### src/rtl/simd_lane_pkg.sv
package simd_lane_pkg;

  parameter int DATA_W  = 32;
  parameter int SLICE_W = 8;
  localparam int SLICES = DATA_W / SLICE_W;

  typedef enum logic [1:0] {
    LANE_B8   = 2'd0,
    LANE_B16  = 2'd1,
    LANE_W32  = 2'd2,
    LANE_W32X = 2'd3
  } laneMode_e;

  typedef enum logic [1:0] {
    FLAG_SLICE = 2'd0,
    FLAG_PAIR  = 2'd1,
    FLAG_WHOLE = 2'd2
  } flagGroup_e;

  typedef struct packed {
    logic [SLICES-1:0] cutBelow;  // slice i takes the injected carry
    logic              carryInj;
    logic              invertB;
    logic              signedCmp;
    flagGroup_e        flagGroup;
  } laneStrobes_t;

endpackage

### src/rtl/simd_lane_ctrl.sv
module simd_lane_ctrl
  import simd_lane_pkg::*;
(
  input  logic [1:0]   laneMode,
  input  logic         signedOp,
  input  logic         subOp,
  output laneStrobes_t strobes
);

  laneMode_e modeSel;

  always_comb begin
    modeSel = laneMode_e'(laneMode);
    strobes.carryInj  = subOp;
    strobes.invertB   = subOp;
    strobes.signedCmp = signedOp;
    strobes.cutBelow  = '0;
    strobes.flagGroup = FLAG_WHOLE;
    unique case (modeSel)
      LANE_B8: begin
        strobes.cutBelow  = '1;
        strobes.flagGroup = FLAG_SLICE;
      end
      LANE_B16: begin
        for (int i = 0; i < SLICES; i += 2) strobes.cutBelow[i] = 1'b1;
        strobes.flagGroup = FLAG_PAIR;
      end
      default: begin
        strobes.cutBelow[0] = 1'b1;
        strobes.flagGroup   = FLAG_WHOLE;
      end
    endcase
  end

endmodule

### src/rtl/simd_lane_dp.sv
module simd_lane_dp
  import simd_lane_pkg::*;
(
  input  logic [DATA_W-1:0] opA,
  input  logic [DATA_W-1:0] opB,
  input  laneStrobes_t      strobes,
  output logic [DATA_W-1:0] sumComb,
  output logic [SLICES-1:0] flagComb
);

  logic [SLICES-1:0] topFlag;

  always_comb begin
    logic              carry;
    logic [SLICE_W-1:0] aS, bS;
    logic [SLICE_W:0]   part;
    carry   = strobes.carryInj;
    sumComb = '0;
    topFlag = '0;
    for (int i = 0; i < SLICES; i++) begin
      aS = opA[i*SLICE_W +: SLICE_W];
      bS = opB[i*SLICE_W +: SLICE_W] ^ {SLICE_W{strobes.invertB}};
      if (strobes.cutBelow[i]) carry = strobes.carryInj;
      part = {1'b0, aS} + {1'b0, bS} + {{SLICE_W{1'b0}}, carry};
      sumComb[i*SLICE_W +: SLICE_W] = part[SLICE_W-1:0];
      // flag this slice would give if it were the top of a lane
      topFlag[i] = strobes.signedCmp ?
                   ~(aS[SLICE_W-1] ^ bS[SLICE_W-1] ^ part[SLICE_W]) :
                   part[SLICE_W];
      carry = part[SLICE_W];
    end
  end

  for (genvar i = 0; i < SLICES; i++) begin : g_flag
    always_comb begin
      unique case (strobes.flagGroup)
        FLAG_SLICE: flagComb[i] = topFlag[i];
        FLAG_PAIR:  flagComb[i] = topFlag[i | 1];
        default:    flagComb[i] = topFlag[SLICES-1];
      endcase
    end
  end

endmodule

### src/rtl/simd_lane_adder.sv
module simd_lane_adder
  import simd_lane_pkg::*;
(
  input  logic        clk,
  input  logic        rstN,
  input  logic [31:0] opA,
  input  logic [31:0] opB,
  input  logic [1:0]  laneMode,
  input  logic        signedOp,
  input  logic        subOp,
  output logic [31:0] sumOut,
  output logic [3:0]  geFlags
);

  laneStrobes_t      strobes;
  logic [DATA_W-1:0] sumComb;
  logic [SLICES-1:0] flagComb;
  logic              primed;

  simd_lane_ctrl u_ctrl (
    .laneMode (laneMode),
    .signedOp (signedOp),
    .subOp    (subOp),
    .strobes  (strobes)
  );

  simd_lane_dp u_dp (
    .opA      (opA),
    .opB      (opB),
    .strobes  (strobes),
    .sumComb  (sumComb),
    .flagComb (flagComb)
  );

  always_ff @(posedge clk or negedge rstN) begin
    if (!rstN) begin
      sumOut  <= '0;
      geFlags <= '0;
      primed  <= 1'b0;
    end else begin
      sumOut  <= sumComb;
      geFlags <= flagComb;
      primed  <= 1'b1;
    end
  end

  // byte lane 1 never sees the carry out of byte lane 0
  p_lane1_isolated_r2: assert property (@(posedge clk) disable iff (!rstN)
    primed && $past(laneMode == 2'b00 && !subOp) |->
      sumOut[15:8] == 8'($past(opA[15:8]) + $past(opB[15:8])));

  // the pass mode is a plain 32-bit adder
  p_pass_add_r4: assert property (@(posedge clk) disable iff (!rstN)
    primed && $past(laneMode[1] && !subOp) |->
      sumOut == 32'($past(opA) + $past(opB)));

  // top byte lane flag is the unsigned compare when subtracting
  p_no_borrow_r7: assert property (@(posedge clk) disable iff (!rstN)
    primed && $past(laneMode == 2'b00 && subOp && !signedOp) |->
      geFlags[3] == ($past(opA[31:24]) >= $past(opB[31:24])));

  // each 16-bit lane drives both of its flag positions
  p_pair_flags_r9: assert property (@(posedge clk) disable iff (!rstN)
    primed && $past(laneMode == 2'b01) |->
      (geFlags[0] == geFlags[1]) && (geFlags[2] == geFlags[3]));

  // the single 32-bit lane drives all flag positions
  p_whole_flags_r9: assert property (@(posedge clk) disable iff (!rstN)
    primed && $past(laneMode[1]) |->
      ($countones(geFlags) == 0) || ($countones(geFlags) == 4));

endmodule

### config.mk
export PLATFORM = sky130hd
export DESIGN_NAME = simd_lane_adder
export DESIGN_NICKNAME = d
export VERILOG_FILES = /design/src/rtl/simd_lane_pkg.sv /design/src/rtl/simd_lane_ctrl.sv /design/src/rtl/simd_lane_dp.sv /design/src/rtl/simd_lane_adder.sv
export SDC_FILE = /design/constraint.sdc
export NUM_CORES = 1
export LEC_CHECK = 0
export BUFFER_PORTS_ARGS = -buffer_cell sky130_fd_sc_hd__buf_2
export CAP_MARGIN = 20
export CORE_AREA = 2 2 103 65
export CTS_BUF_LIST = sky130_fd_sc_hd__clkbuf_2 sky130_fd_sc_hd__clkbuf_4 sky130_fd_sc_hd__clkbuf_8
export CTS_CLUSTER_DIAMETER = 100
export DETAILED_ROUTE_END_ITERATION = 8
export DIE_AREA = 0 0 105 67
export PLACE_DENSITY_LB_ADDON = 0.25
export SLEW_MARGIN = 25
export SYNTH_ARGS = -nofsm -noshare
export SYNTH_HDL_FRONTEND = slang
export SYNTH_HIERARCHICAL = 1
export SYNTH_SLANG_ARGS = --single-unit
### constraint.sdc
create_clock -name clk -period 0.8 [get_ports clk]
set_input_delay 0.16 -clock clk [delete_from_list [all_inputs] [get_ports clk]]
set_output_delay 0.16 -clock clk [all_outputs]
set_load 0.01 [all_outputs]
=== Word level (Yosys, flattened, before mapping) ===
Index checks and enable logic that the tools add are counted.

* Bits of input ports: 70
* Register bits after elaboration: 36
* Word-level logic and storage cells: 45
* Output and inout bits: 36

* Eq/ne operators: 2
* Bitwise operators: 16
* Mux-type cells: 13
* Reduce and logical (&&, ||, !) cells: 4
* $add $sub $neg: 8

{| class="wikitable"
|+ Operators by type and width
! cell !! number
|-
| $add 8x8->9 || 4
|-
| $add 9x1->9 || 4
|-
| $xor 8x8->8 || 4
|-
| $mux 1 || 11
|-
| $xor 1x1->1 || 8
|-
| $eq 2x1->1 const B || 2
|-
| $logic_not 2->1 || 2
|-
| $not 1->1 || 4
|-
| $pmux 2 s2 || 1
|-
| $reduce_or 2->1 || 2
|-
| $pmux 1 s2 || 1
|}

=== Logic depth before layout (Yosys ltp) ===
Gate-level depths: netlist of the first run.

* Depth after elaboration: 13
* Depth in mapped cells: 33
* Mapped depth without buffers: 30

=== Hierarchy ===
Netlist of the first run, hierarchy kept.

{| class="wikitable"
|+ Modules (own cells, without submodules)
! module !! cells each !! seq. area each (um2) !! area an instance (um2) !! times used
|-
| simd_lane_dp || 225 || 0.0 || 1696.6 || 1
|-
| simd_lane_adder || 36 || 900.9 || 900.9 || 1
|-
| simd_lane_ctrl || 10 || 0.0 || 58.8 || 1
|}

=== Worst setup path after synthesis of the first run ===
No wires, ideal clock.

* Kind: input port to flip-flop
* Start: input port subOp
* End: register geFlags[0]
* Arrival: 7003 ps
* Setup slack: -6269 ps
* Path buffers: 3
* Cell stages on the path: 33
* Library setup time: 66 ps
* Data required time: 734 ps
* Path through: buf_4 -> clkbuf_1 -> buf_2 -> xor2_1 -> fa_1 -> inv_1 -> fa_1 -> nand2b_1 -> a21oi_1 -> o31a_1 -> o21ai_0 -> a22o_1 -> fa_1 -> fa_1 -> nand2b_1 -> a21oi_1 -> o31a_1 -> o21ai_0 -> a22o_1 -> fa_1 -> fa_1 -> nand2b_1 -> a21oi_2 -> o311a_1 -> o21ai_0 -> a22o_1 -> fa_1 -> fa_1 -> nand2b_1 -> a21oi_1 -> a211oi_1 -> a31oi_1 -> a221o_1

* Cells in the longest elaborated chain, start to end: 13
* Elaborated cells between the ends (all ways): 28
* Those cells by class: 8 x add/sub; 7 x mux; 13 x bitwise

{| class="wikitable"
|+ RTL lines
! item !! RTL line !! source
|-
| from (decl) || simd_lane_adder.sv:10 || <nowiki>input logic subOp,</nowiki>
|-
| $xor 8x8->8 || simd_lane_dp.sv:22 || <nowiki>bS = opB[i*SLICE_W +: SLICE_W] ^ {SLICE_W{strobes.invertB}};</nowiki>
|-
| $add 8x8->9 || simd_lane_dp.sv:24 || <nowiki>part = {1'b0, aS} + {1'b0, bS} + {{SLICE_W{1'b0}}, carry};</nowiki>
|-
| $add 9x1->9 || simd_lane_dp.sv:24 ||
|-
| $mux 1 || simd_lane_dp.sv:23 || <nowiki>if (strobes.cutBelow[i]) carry = strobes.carryInj;</nowiki>
|-
| $add 9x1->9 || simd_lane_dp.sv:24 ||
|-
| $mux 1 || simd_lane_dp.sv:23 ||
|-
| $add 9x1->9 || simd_lane_dp.sv:24 ||
|-
| $mux 1 || simd_lane_dp.sv:23 ||
|-
| $add 9x1->9 || simd_lane_dp.sv:24 ||
|-
| $xor 1x1->1 || simd_lane_dp.sv:28 || <nowiki>~(aS[SLICE_W-1] ^ bS[SLICE_W-1] ^ part[SLICE_W]) :</nowiki>
|-
| $not 1->1 || simd_lane_dp.sv:28 ||
|-
| $mux 1 (*) || simd_lane_dp.sv:27 || <nowiki>topFlag[i] = strobes.signedCmp ?</nowiki>
|-
| named net flagComb[3] || simd_lane_adder.sv:17 || <nowiki>logic [SLICES-1:0] flagComb;</nowiki>
|-
| $pmux 1 s2 (*) || simd_lane_dp.sv:36 || <nowiki>unique case (strobes.flagGroup)</nowiki>
|-
| named net flagComb[0] || simd_lane_adder.sv:17 ||
|-
| to (signal assigned) || simd_lane_adder.sv:42 || <nowiki>geFlags <= flagComb;</nowiki>
|-
| to (decl) || simd_lane_adder.sv:12 || <nowiki>output logic [3:0] geFlags</nowiki>
|}

The timed path passes the listed nets; every way through them passes the cells marked *.

=== Final worst setup path of the first run ===
* Start: input port subOp
* End: register geFlags[2]

* Cells in the longest elaborated chain, start to end: 13
* Elaborated cells between the ends (all ways): 24
* Those cells by class: 8 x add/sub; 6 x mux; 10 x bitwise

{| class="wikitable"
|+ RTL lines
! item !! RTL line
|-
| $xor 8x8->8 || simd_lane_dp.sv:22
|-
| $add 8x8->9 || simd_lane_dp.sv:24
|-
| $add 9x1->9 || simd_lane_dp.sv:24
|-
| $mux 1 || simd_lane_dp.sv:23
|-
| $add 9x1->9 || simd_lane_dp.sv:24
|-
| $mux 1 || simd_lane_dp.sv:23
|-
| $add 9x1->9 || simd_lane_dp.sv:24
|-
| $mux 1 || simd_lane_dp.sv:23
|-
| $add 9x1->9 || simd_lane_dp.sv:24
|-
| $xor 1x1->1 || simd_lane_dp.sv:28
|-
| $not 1->1 || simd_lane_dp.sv:28
|-
| $mux 1 (*) || simd_lane_dp.sv:27
|-
| named net flagComb[3] || simd_lane_adder.sv:17
|-
| $mux 1 (*) || simd_lane_dp.sv:36
|-
| named net flagComb[2] || simd_lane_adder.sv:17
|}

Marked as above.

==> results.txt, run 1 <==
- The longest clock path from root to sink contains 2 buffers.
- The initial utilization of the core area, before any placement, comes to about 44%.
- H-Tree Depth: 2
* Placed Area: 3824 um^2
- Pre-CTS WS: -5.766 ns
- Buffers placed on the I/O ports in this run total roughly 110.
- TritonCTS built the clock tree.
* Y dimension of the die: 67 um
- Max transition margin: 78.14%
* Total congestion overflow after global routing: 0
- Summed over all layers, the routed wires come to around 8000 um.
* Number of vias after detailed routing: 2620
- Final count of negative-setup-slack endpoints: between 70 and 80
- The net count of the finished layout is ~570.
- The cell family contributing the most delay on the critical path is adder cells.
- The critical path is of the in -> reg type.
* Sum of internal, switching and leakage power: 0.008767 W
- Clock tree synthesis found a total of 36 sinks.
* Maximum VDD drop: between 0.001 and 0.0015 V
* Total power per unit cell area: roughly 2000 nW/um^2
- After routing the design area is approximately 4500 um^2.
* Total internal power: about 0.0058 W
* Worst setup EP type: flip-flop
- Net switching component of the power: between 0.002 and 0.003 W
* Clock group share of total power: between 20% and 30%
- At the pin with the least slew margin, the transition time is ~0.32 ns.
- Setup repair after global routing missed its margin: yes
- # IOs: around 110
- In this design, the critical path's most frequently occurring cell is fa_2.
- Flop pwr share: 28.5%
* Antenna diode count: 0
* Number of iterations in the first detailed-routing pass: 4
- Footprint of the multi-input gates: between 1500 and 2000 um^2
* Final Hold Fails: 0
- The die is approximately 110 um wide.
* Area of the die: 7035 um^2
- Max incr delay on CP: about 0.37 ns
- Entering global routing, the biggest net connects 37 pins.
- Startpoint class of the critical path: primary input
- Hold path start: opA[0]
- Via-per-instance ratio: about 4.7
- The via count of the first global-routing pass was approximately 2700.
* Cells after Synth: approximately 270
* Total routing resource utilization after global routing: about 22%
- Counting instances, the worst hold path has a depth of 2.
* Mapped cell area: about 2600 um^2
* Worst-path cell with the longest stage delay: fa_2
- For this run, the number of Yosys warnings is 6.
- Compared with the post-synthesis result, the final layout area differs by 68.45%.
- Dividing the detail-routed wire length by the instance count gives 14.77 um.
* Syn Nets: approximately 380
- Of all nets on the critical path, the largest fanout is 4.
* Post-route clock period utilization: 757.0%
- Register area: 900.9 um^2
* Net switching share of the total power: between 30% and 40%
* Post-Syn Area per Cell: about 9.8 um^2
- The tightest hold path in the finished design has a slack of 0.1895 ns.
- Number of remaining DRC errors: 0
- Once routing completed, OpenROAD measured the worst setup slack at -5.256 ns.
- Wire length of the first global-routing pass: 12090 um
* Fill count: around 440
- The post-route netlist has between 50 and 60% of its cells at a drive strength greater than 1.
* Clk root buf: clkbuf_8
- The congestion estimate from routability-driven global placement came to 0.8284.
- Combinational logic burns 50.9% of the power.
* Post-DP HPWL: 5576 um
- The routed design could run at a clock period as short as 6.056 ns.
- Post-route antenna net violation count: 0
- TritonCTS buffer count: 5
- The first routing iteration left a little over 50 violations.
* CTS clk-pin slew, worst paths: about 0.080 ns
- Failing checks: setup timing
- Required time reported for the critical path endpoint: between 1 and 1.5 ns
- The min-delay analysis places its worst path in the category in -> reg.
- The run finished, with violations left.
- Max_cap viols: 0
- The floorplan has 22 rows.
* Fmax achieved: 165.1 MHz
* Leakage power: 2.295 nW
- Data arrival at the endpoint of the critical path: 6.29 ns
* Buffer and inverter count on the worst path: 2
- Core occupancy in the finished layout: 74.25%
- The number of antenna violations at the first check in global routing came to 0.
- End of the worst hold path: sumOut[0]
- The number of slew-limit violations in the final report is 0.
- Core Area: 6001 um^2
-- stage by stage --
step                setup TNS, ns  instances
CTS                       -108.97        540
global placement          -114.90        517
global route              -118.11        553
floorplan                 -116.10        269
finish                    -113.54        553
detailed placement        -118.15        517
-- flip-flops by register name, indices dropped and copies added, names as in the netlist --
signal   flops
sumOut      32
geFlags      4
-- cell usage in the layout (no fill, tap or decap), types with 4 or more instances in the layout --
cell type / instances
xor2_1: 29
inv_1: 18
xnor2_1: 19
a21oi_4: 4
a21o_1: 4
a22o_1: 4
o21ai_1: 4
nand2_1: 7
clkbuf_8: 7
buf_4: 87
dfrtp_1: 36
nor2_1: 23
buf_2: 101
nor3_1: 4
o21ai_2: 7
a21oi_2: 11
ha_1: 28
inv_2: 6
fa_2: 8
buf_6: 10
nand2b_4: 4
-- worst max-delay path by stage --
| stage | from | cells after the start | slack (ns) | end |
|---|---|---|---|---|
| after floorplan | subOp | 33 | -5.58 | geFlags[0] |
| after global placement | subOp | 31 | -5.58 | geFlags[0] |
| after detailed placement | subOp | 31 | -5.77 | geFlags[0] |
| after CTS | subOp | 31 | -5.22 | geFlags[0] |
| after global routing | opB[0] | 31 | -5.44 | geFlags[2] |
| final | subOp | 31 | -5.26 | geFlags[2] |
-- cell type report --
cell class / instances / share of cell area (%)
Timing Repair Buffer: 202 / 29.88
Inverter: 24 / 2.022
Multi-Input combinational cell: 199 / 42.68
Clock inverter: 1 / 0.6740
Tap cell: 84 / 2.359
Sequential cell: 36 / 20.22
Clock buffer: 7 / 2.162
-- layer usage --
layer	vias to the layer above	part of all wire [%]	GRT usage, %
li1	1291	-	-
met1	1217	44	27.75
met2	93	49	39.45
met3	19	5.3	4.599
met4	0	2.0	6.667
met5	-	0	0
-- repair_timing --
action | CTS | global route
endpoints found under the setup margin | 71 | 71
hold buffers | 1 | 0
gates resized for setup | 41 | 27
setup buffers | 15 | 13
cloned | 0 | 0
endpoints found under the hold margin | 36 | 0
pin swaps | 15 | 12
-- power groups by stage --
stage	logic [W]	registers, W	clock network, W
after global placement	0.00348	0.00251	0
after CTS	0.00398	0.00249	0.00183
after floorplan	0.00163	0.00282	0
after global routing	0.00482	0.00256	0.00191
after detailed placement	0.00354	0.00252	0
final	0.00446	0.00249	0.00181
Power figures use the tool's default switching activity.
==> run 2, diff against run 1 <==
--- a/config.mk
+++ b/config.mk
@@ -7,11 +7,11 @@
 export LEC_CHECK = 0
 export BUFFER_PORTS_ARGS = -buffer_cell sky130_fd_sc_hd__buf_2
 export CAP_MARGIN = 20
-export CORE_AREA = 2 2 103 65
+export CORE_AREA = 2 2 116 73
 export CTS_BUF_LIST = sky130_fd_sc_hd__clkbuf_2 sky130_fd_sc_hd__clkbuf_4 sky130_fd_sc_hd__clkbuf_8
 export CTS_CLUSTER_DIAMETER = 100
 export DETAILED_ROUTE_END_ITERATION = 8
-export DIE_AREA = 0 0 105 67
+export DIE_AREA = 0 0 118 75
 export PLACE_DENSITY_LB_ADDON = 0.25
 export SLEW_MARGIN = 25
 export SYNTH_ARGS = -nofsm -noshare
==> constraint.sdc (replaced) <==
create_clock -name clk -period 6.3 [get_ports clk]
set_input_delay 1.26 -clock clk [delete_from_list [all_inputs] [get_ports clk]]
set_output_delay 1.26 -clock clk [all_outputs]
set_load 0.01 [all_outputs]
==> run 2 against run 1 <==
Effect of this change: the flow still finishes with violations (setup timing); count of clock-buffer cells in the layout is 1 lower; design area shrank 15%; final cell count decreased by 5.1%; first-iteration DRC count rose by 140%; combinational power shrank 90%; global-route usage is 6.5 points lower; core utilization is 25 points lower; non-clock buffer count fell by 52; clock power down 90%; hold slack improved by 0.87 ns; via count decreased by 10%; sequential cell count unchanged; critical path type unchanged.
==> results.txt, run 2 (synthesis gave the netlist of run 1 again) <==
- The total number of placement rows came to 25 (+14%).
- Via-per-instance ratio: 4.470 (-5.6%)
- The number of nets in the layout is 522 (-9.1%).
- The overall die area was 8850 um^2 (+26%).
- TritonCTS built the clock tree.
- Post-route clock period utilization: 113.0%
- H-Tree Depth: 2 (unchanged)
* Total power per unit cell area: 246.7 nW/um^2 (-87%)
- The highest cell delay on the worst timing path is 0.36 ns (about the same).
* # IOs: 106 (unchanged)
* Footprint of the multi-input gates: 1690 um^2 (-11%)
- In this design, the largest share of critical-path delay is due to adder cells.
- Startpoint class of the critical path: primary input
* Most frequent standard cell in the layout excluding fill and tap cells: buf_2
* Post-route antenna net violation count: 0 (unchanged)
- Fraction of layout instances using a drive strength above 1: 44.12% (-14 points)
* Number of flip-flops in the largest register: 32 (unchanged)
- Core Area: 7726 um^2 (+29%)
* Effective utilization at floorplan: 34.23% (-9.8 points)
- Sum of internal, switching and leakage power: 0.0009357 W (-89%)
* CTS clk-pin slew, worst paths: 0.08 ns (about the same)
- Total routing resource utilization after global routing: 15.75% (-6.5 points)
- The final cell count without fillers came to 525 (-5.1%).
- Worst setup slack after layout: -0.8170 ns (+4.439 ns)
- The post-detailed-placement half-perimeter wirelength was 5411 um (-3.0%).
* Fill count: 758 (+73%)
- The largest individual stage delay along the critical path comes from the cell fa_2.
* Number of vias after detailed routing: 2347 (-10%)
* Worst setup EP type: flip-flop
* Final TNS setup: -6.869 ns (+106.67 ns)
- Compared with the post-synthesis result, the final layout area differs by 43.42%.
* Data arrival at the endpoint of the critical path: 7.34 ns (+1.05 ns)
- The pin slew with the least headroom to its limit was 0.8210 ns (+0.4966 ns).
- Buffer and inverter count on the worst path: 3 (+1)
* Highest-count cells in the layout ignoring fill and taps: buf_2 (104), buf_4 (42), dfrtp_1 (36)
- Number of global-route vias before repair: 2351 (-13%)
- The worst-case vdd ir drop is 0.00007444 V (-93%).
- The number of hold-slack violations in the final timing report is 0 (unchanged).
- Antenna violations before repair: 0 (unchanged)
- Fmax achieved: ~140 MHz
- The register area came to 900.9 um^2 (unchanged).
- Total length of routed wires: 6832 um (-16%)
- Post-DR wirelength/cell: 13.01 um (-12%)
* Setup repair after global routing missed its margin: yes
- The detailed router's first-iteration violation count is 121 (+140%).
- The hold slack was 1.064 ns (+0.8741 ns).
- Largest net degree at the start of global routing: 37 (unchanged)
* Wire length of the first global-routing pass: 10850 um (-10%)
- Failing checks: setup timing
- The CTS sink count came to 36 (unchanged).
* Pre-CTS WS: -1.287 ns (+4.479 ns)
* Antenna diode count: 0 (unchanged)
- The horizontal die dimension is 118 um (+12%).
* Kind of critical path: in -> reg
- The number of CTS-inserted buffers was 5 (unchanged).
* GR peak layer: met2
- Met1 capacity usage during global routing: 21.82% (-5.9 points)
* Required time reported for the critical path endpoint: 6.53 ns (+5.49 ns)
- The remaining global-route overflow was 0 (unchanged).
* Pins Over Slew Limit: 0 (unchanged)
- The largest registers in the layout are sumOut x32, geFlags x4.
- The worst slew slack as a fraction of its limit came to 45.27% (-33 points).
- RD Place Congestion: 0.7887 (-4.8%)
- Outcome: finished, violations left
* Global routing usage on met3: 4.470% (-0.13 points)
- Number of input and output port buffers inserted: 105 (unchanged)
* Final count of negative-setup-slack endpoints: 11 (-85%)
* Max_cap viols: 0 (unchanged)
- Clk root buf: clkbuf_8
- More flip-flops sit in one register than any other, and that register is sumOut.
- Y dimension of the die: 75 um (+12%)
* Top cell by count, worst path: fa_2
- The residual DRC count is 0 (unchanged).
- The maximum clock insertion buffer count came to 2 (unchanged).
- Met2 GRT Util: 24.94% (-15 points)
* Largest driver fanout on the critical path: 5 (+1)
- After layout, the minimum clock period comes to approximately 7.1 ns.
- Worst hold path type: in -> async
- The reported leakage power was 1.945 nW (-15%).
* Number of iterations in the first detailed-routing pass: 4 (unchanged)
- The cell total after placement is 499 (-3.5%).
run 2: cell types whose count changed in the layout (fill, tap and decap cells not counted), sizes merged:
cell / before / now
bufinv: 1 / 0
buf: 201 / 150
clkbuf: 7 / 6
clkinv: 0 / 2
dlygate4sd3: 1 / 0
run 2: area by class of cell:
cell class                      instances  share of cell area [%]
Clock buffer                            6                   2.177
Clock inverter                          2                  0.2639
Inverter                               24                   2.375
Multi-Input combinational cell        199                   44.56
Sequential cell                        36                   23.75
Tap cell                              108                   3.562
Timing Repair Buffer                  150                   23.32
run 2: repair_timing:
item,CTS,global route
resized for setup,8,4
hold buffers,0,0
buffers inserted,11,7
pin swaps,7,3
setup endpoints to repair,12,12
run 2: final timing paths:
kind	start	to	slack (ns)	depth (start not counted)
worst max-delay path	subOp	geFlags[0]	-0.82	32
worst min-delay path	rstN	sumOut[0]	1.06	1
max in group asynchronous	rstN	sumOut[15]	4.72	1
min in group clk	opA[0]	sumOut[0]	1.31	2
run 2: power by group:
part	internal, W	switching (W)	total, W	leakage, nW
Clock	0.0000874	0.0000874	0.000175	0.0510
Combinational	0.000224	0.000222	0.000446	1.48
Sequential	0.000298	0.0000167	0.000315	0.417
Total	0.000609	0.000327	0.000936	1.94
run 2: per-stage QoR:
step	cell area, um^2	util (%)
after global routing	3794	49.10
final	3794	49.10
after global placement	3526	45.64
after floorplan	2743	-
after CTS	3732	48.31
after detailed placement	3526	45.64
run 2: metal layers:
metal	share of wire (%)	wire, um
met1	49	3378
met4	0.34	23
met5	0	0
met3	5.8	398
met2	44	3031
==> run 3, diff against run 2 <==
--- a/config.mk
+++ b/config.mk
@@ -12,7 +12,8 @@
 export CTS_CLUSTER_DIAMETER = 100
 export DETAILED_ROUTE_END_ITERATION = 8
 export DIE_AREA = 0 0 118 75
-export PLACE_DENSITY_LB_ADDON = 0.25
+export PLACE_DENSITY = 0.7
+export SETUP_SLACK_MARGIN = 0.3
 export SLEW_MARGIN = 25
 export SYNTH_ARGS = -nofsm -noshare
 export SYNTH_HDL_FRONTEND = slang
==> run 3 against run 2 <==
Effect of this change: routed wire length is 8.0% higher; the run still ends with setup timing left; combinational power is 3% higher; design area is 0.99% higher; fmax is 1.2% lower; largest power group unchanged; non-clock buffer count is 1 higher; final cell count is 0.38% lower; total power is 0.71% lower; count of clock-buffer cells in the layout is 1 lower; die area stayed put.
==> results.txt, run 3 (synthesis gave the netlist of run 1 again) <==
* Outcome: finished, violations left
* Failing checks: setup timing
* # IOs: 106 (unchanged)
* Final count of negative-setup-slack endpoints: 12 (+1)
- Placed Area: 3548 um^2 (+0.64%)
- Post-DR wirelength/cell: 14.11 um (+8.4%)
- CTS sink cnt: 36 (unchanged)
- Max transition margin: 44.15% (-1.1 points)
- H-Tree Depth: 2 (unchanged)
* Final Instance Area: 3831 um^2 (+0.99%)
* Cell type group with the largest total delay on the critical path: adder cells
* Worst setup EP type: flip-flop
- The post-detailed-placement half-perimeter wirelength was 5840 um (+7.9%).
- Number of input and output port buffers inserted: 105 (unchanged)
- The minimum clock period after layout was 7.202 ns (+0.08511 ns).
* Post-route clock period utilization: 114.3% (+1.4 points)
- Required time reported for the critical path endpoint: 6.52 ns (about the same)
* Fmax achieved: 138.8 MHz (-1.2%)
- The placer congestion estimate is 0.7697 (-2.4%).
* Max incr delay on CP: 0.37 ns (about the same)
* Post-synthesis to final-layout area growth: 44.84%
- Top flop regs: sumOut x32, geFlags x4
- The residual DRC count was 0 (unchanged).
- The overall power of the completed layout came to 0.0009291 W (-0.71%).
- Number of global-route vias before repair: 2526 (+7.4%)
- Leakage power: 1.953 nW (+0.39%)
* Largest driver fanout on the critical path: 4 (-1)
- Number of flip-flops in the largest register: 32 (unchanged)
* Antenna violations before repair: 0 (unchanged)
- Total routing resource utilization after global routing: 17.46% (+1.7 points)
- The post-CTS clock slew at the launch and capture registers of the worst setup and hold paths came to 0.07 ns (about the same).
- Via-per-instance ratio: 4.608 (+3.1%)
- The total power per unit cell area came to 242.5 nW/um^2 (-1.7%).
* TritonCTS buffer count: 5 (unchanged)
- Core Area: 7726 um^2 (unchanged)
* Largest reg by FF count: sumOut
- Number of vias after detailed routing: 2410 (+2.7%)
- Area of the die: 8850 um^2 (unchanged)
* Total length of routed wires: 7379 um (+8.0%)
- Worst-path cell with the longest stage delay: fa_2
* Total congestion overflow after global routing: 0 (unchanged)
- STA classifies the critical path startpoint as a primary input.
* Pins Over Slew Limit: 0 (unchanged)
- The worst path buffer plus inverter count is 3 (unchanged).
* Number of DRC markers in iteration 0: 97 (-20%)
- CTS placed an instance of clkbuf_8 at the clock tree root.
- Final Hold Fails: 0 (unchanged)
- The hold slack came to 1.081 ns (+0.01716 ns).
- Number of iterations in the first detailed-routing pass: 4 (unchanged)
- Cell count after placement: 502 (+0.60%)
- The setup slack after layout came to -0.9021 ns (-0.08511 ns).
- Max_cap viols: 0 (unchanged)
* Effective utilization at floorplan: 34.23% (unchanged)
- Non-filler instance count after layout: 523 (-0.38%)
* Most frequent standard cell in the layout excluding fill and tap cells: buf_2
* Bufs on Longest Clock Path: 2 (unchanged)
* Post-route antenna net violation count: 0 (unchanged)
- Antenna diode count: 0 (unchanged)
* Data arrival at the endpoint of the critical path: 7.43 ns (+0.09 ns)
- Logic depth of the worst setup path including buffers: 32 (unchanged)
- Maximum VDD drop: 0.00008626 V (+16%)
- Worst Tran Pin Value: 0.8377 ns (+0.01673 ns)
- TritonCTS built the clock tree.
- Fraction of layout instances using a drive strength above 1: 45.78% (+1.7 points)
- Y dimension of the die: 75 um (unchanged)
- Die X-Extent: 118 um (unchanged)
- Nets@finish: 523 (+0.19%)
* Kind of critical path: in -> reg
- Top cell by count, worst path: fa_2
- Setup repair after global routing could not meet its margin everywhere.
- Number of core rows: 25 (unchanged)
* Highest-count cells in the layout ignoring fill and taps: buf_2 (103), buf_4 (44), dfrtp_1 (36)
- In this run the worst hold path is classified as in -> async.
* Largest net degree at the start of global routing: 37 (unchanged)
- The final core area utilization was 49.59% (+0.49 points).
- Wire length of the first global-routing pass: 12010 um (+11%)
* Hold bufs inserted after CTS: 0 (unchanged)
## run 3: changes by cell type in the layout (fill, tap and decap cells not counted), moves of 2 or more
cell and delta:
a21oi_4 +2, buf_4 +2, clkinv_2 -2, o21ai_1 -2, o21ai_2 +3
## run 3: where the power goes
group,total [W],switching (W),internal (W)
registers,0.000321,0.0000222,0.000299
clock network,0.000150,0.0000789,0.0000714
logic,0.000458,0.000230,0.000228
total,0.000929,0.000331,0.000598
## run 3: metal layers
| layer | vias to the layer above | share of wire [%] | global-route usage [%] |
|---|---|---|---|
| met2 | 89 | 46 | 29.01 |
| met4 | 0 | 0.65 | 4.418 |
| met1 | 1130 | 47 | 23.36 |
| met3 | 5 | 6.6 | 4.318 |
| met5 | - | 0 | 0 |
| li1 | 1186 | - | - |
## run 3: path summary, 6_finish.rpt
| check | slack, ns | to | start |
|---|---|---|---|
| min | 1.08 | sumOut[21] | rstN |
| max in group asynchronous | 4.70 | sumOut[8] | rstN |
| max | -0.90 | geFlags[0] | opB[0] |
| min in group clk | 1.30 | sumOut[0] | opA[0] |
## run 3: what timing repair did
item / in CTS / in global routing
setup buffers: 10 / 6
pin swaps: 9 / 5
resized for setup: 15 / 7
endpoints found under the setup margin: 12 / 12
hold endpoints to repair: 0 / 0
## run 3: area by class of cell
| class | count | area, um^2 |
|---|---|---|
| Clock buffer | 5 | 68.82 |
| Fill cell | 747 | 3895 |
| Inverter | 24 | 90.09 |
| Multi-Input combinational cell | 199 | 1745 |
| Sequential cell | 36 | 900.9 |
| Tap cell | 108 | 135.1 |
| Timing Repair Buffer | 151 | 890.9 |
## run 3: per-stage QoR
stage                     TNS [ns]  setup slack, ns
after floorplan             -9.741           -1.180
after global placement      -9.548           -1.114
after detailed placement    -11.94           -1.326
after CTS                   -6.617          -0.8391
after global routing        -10.27           -1.120
final                       -7.826          -0.9021
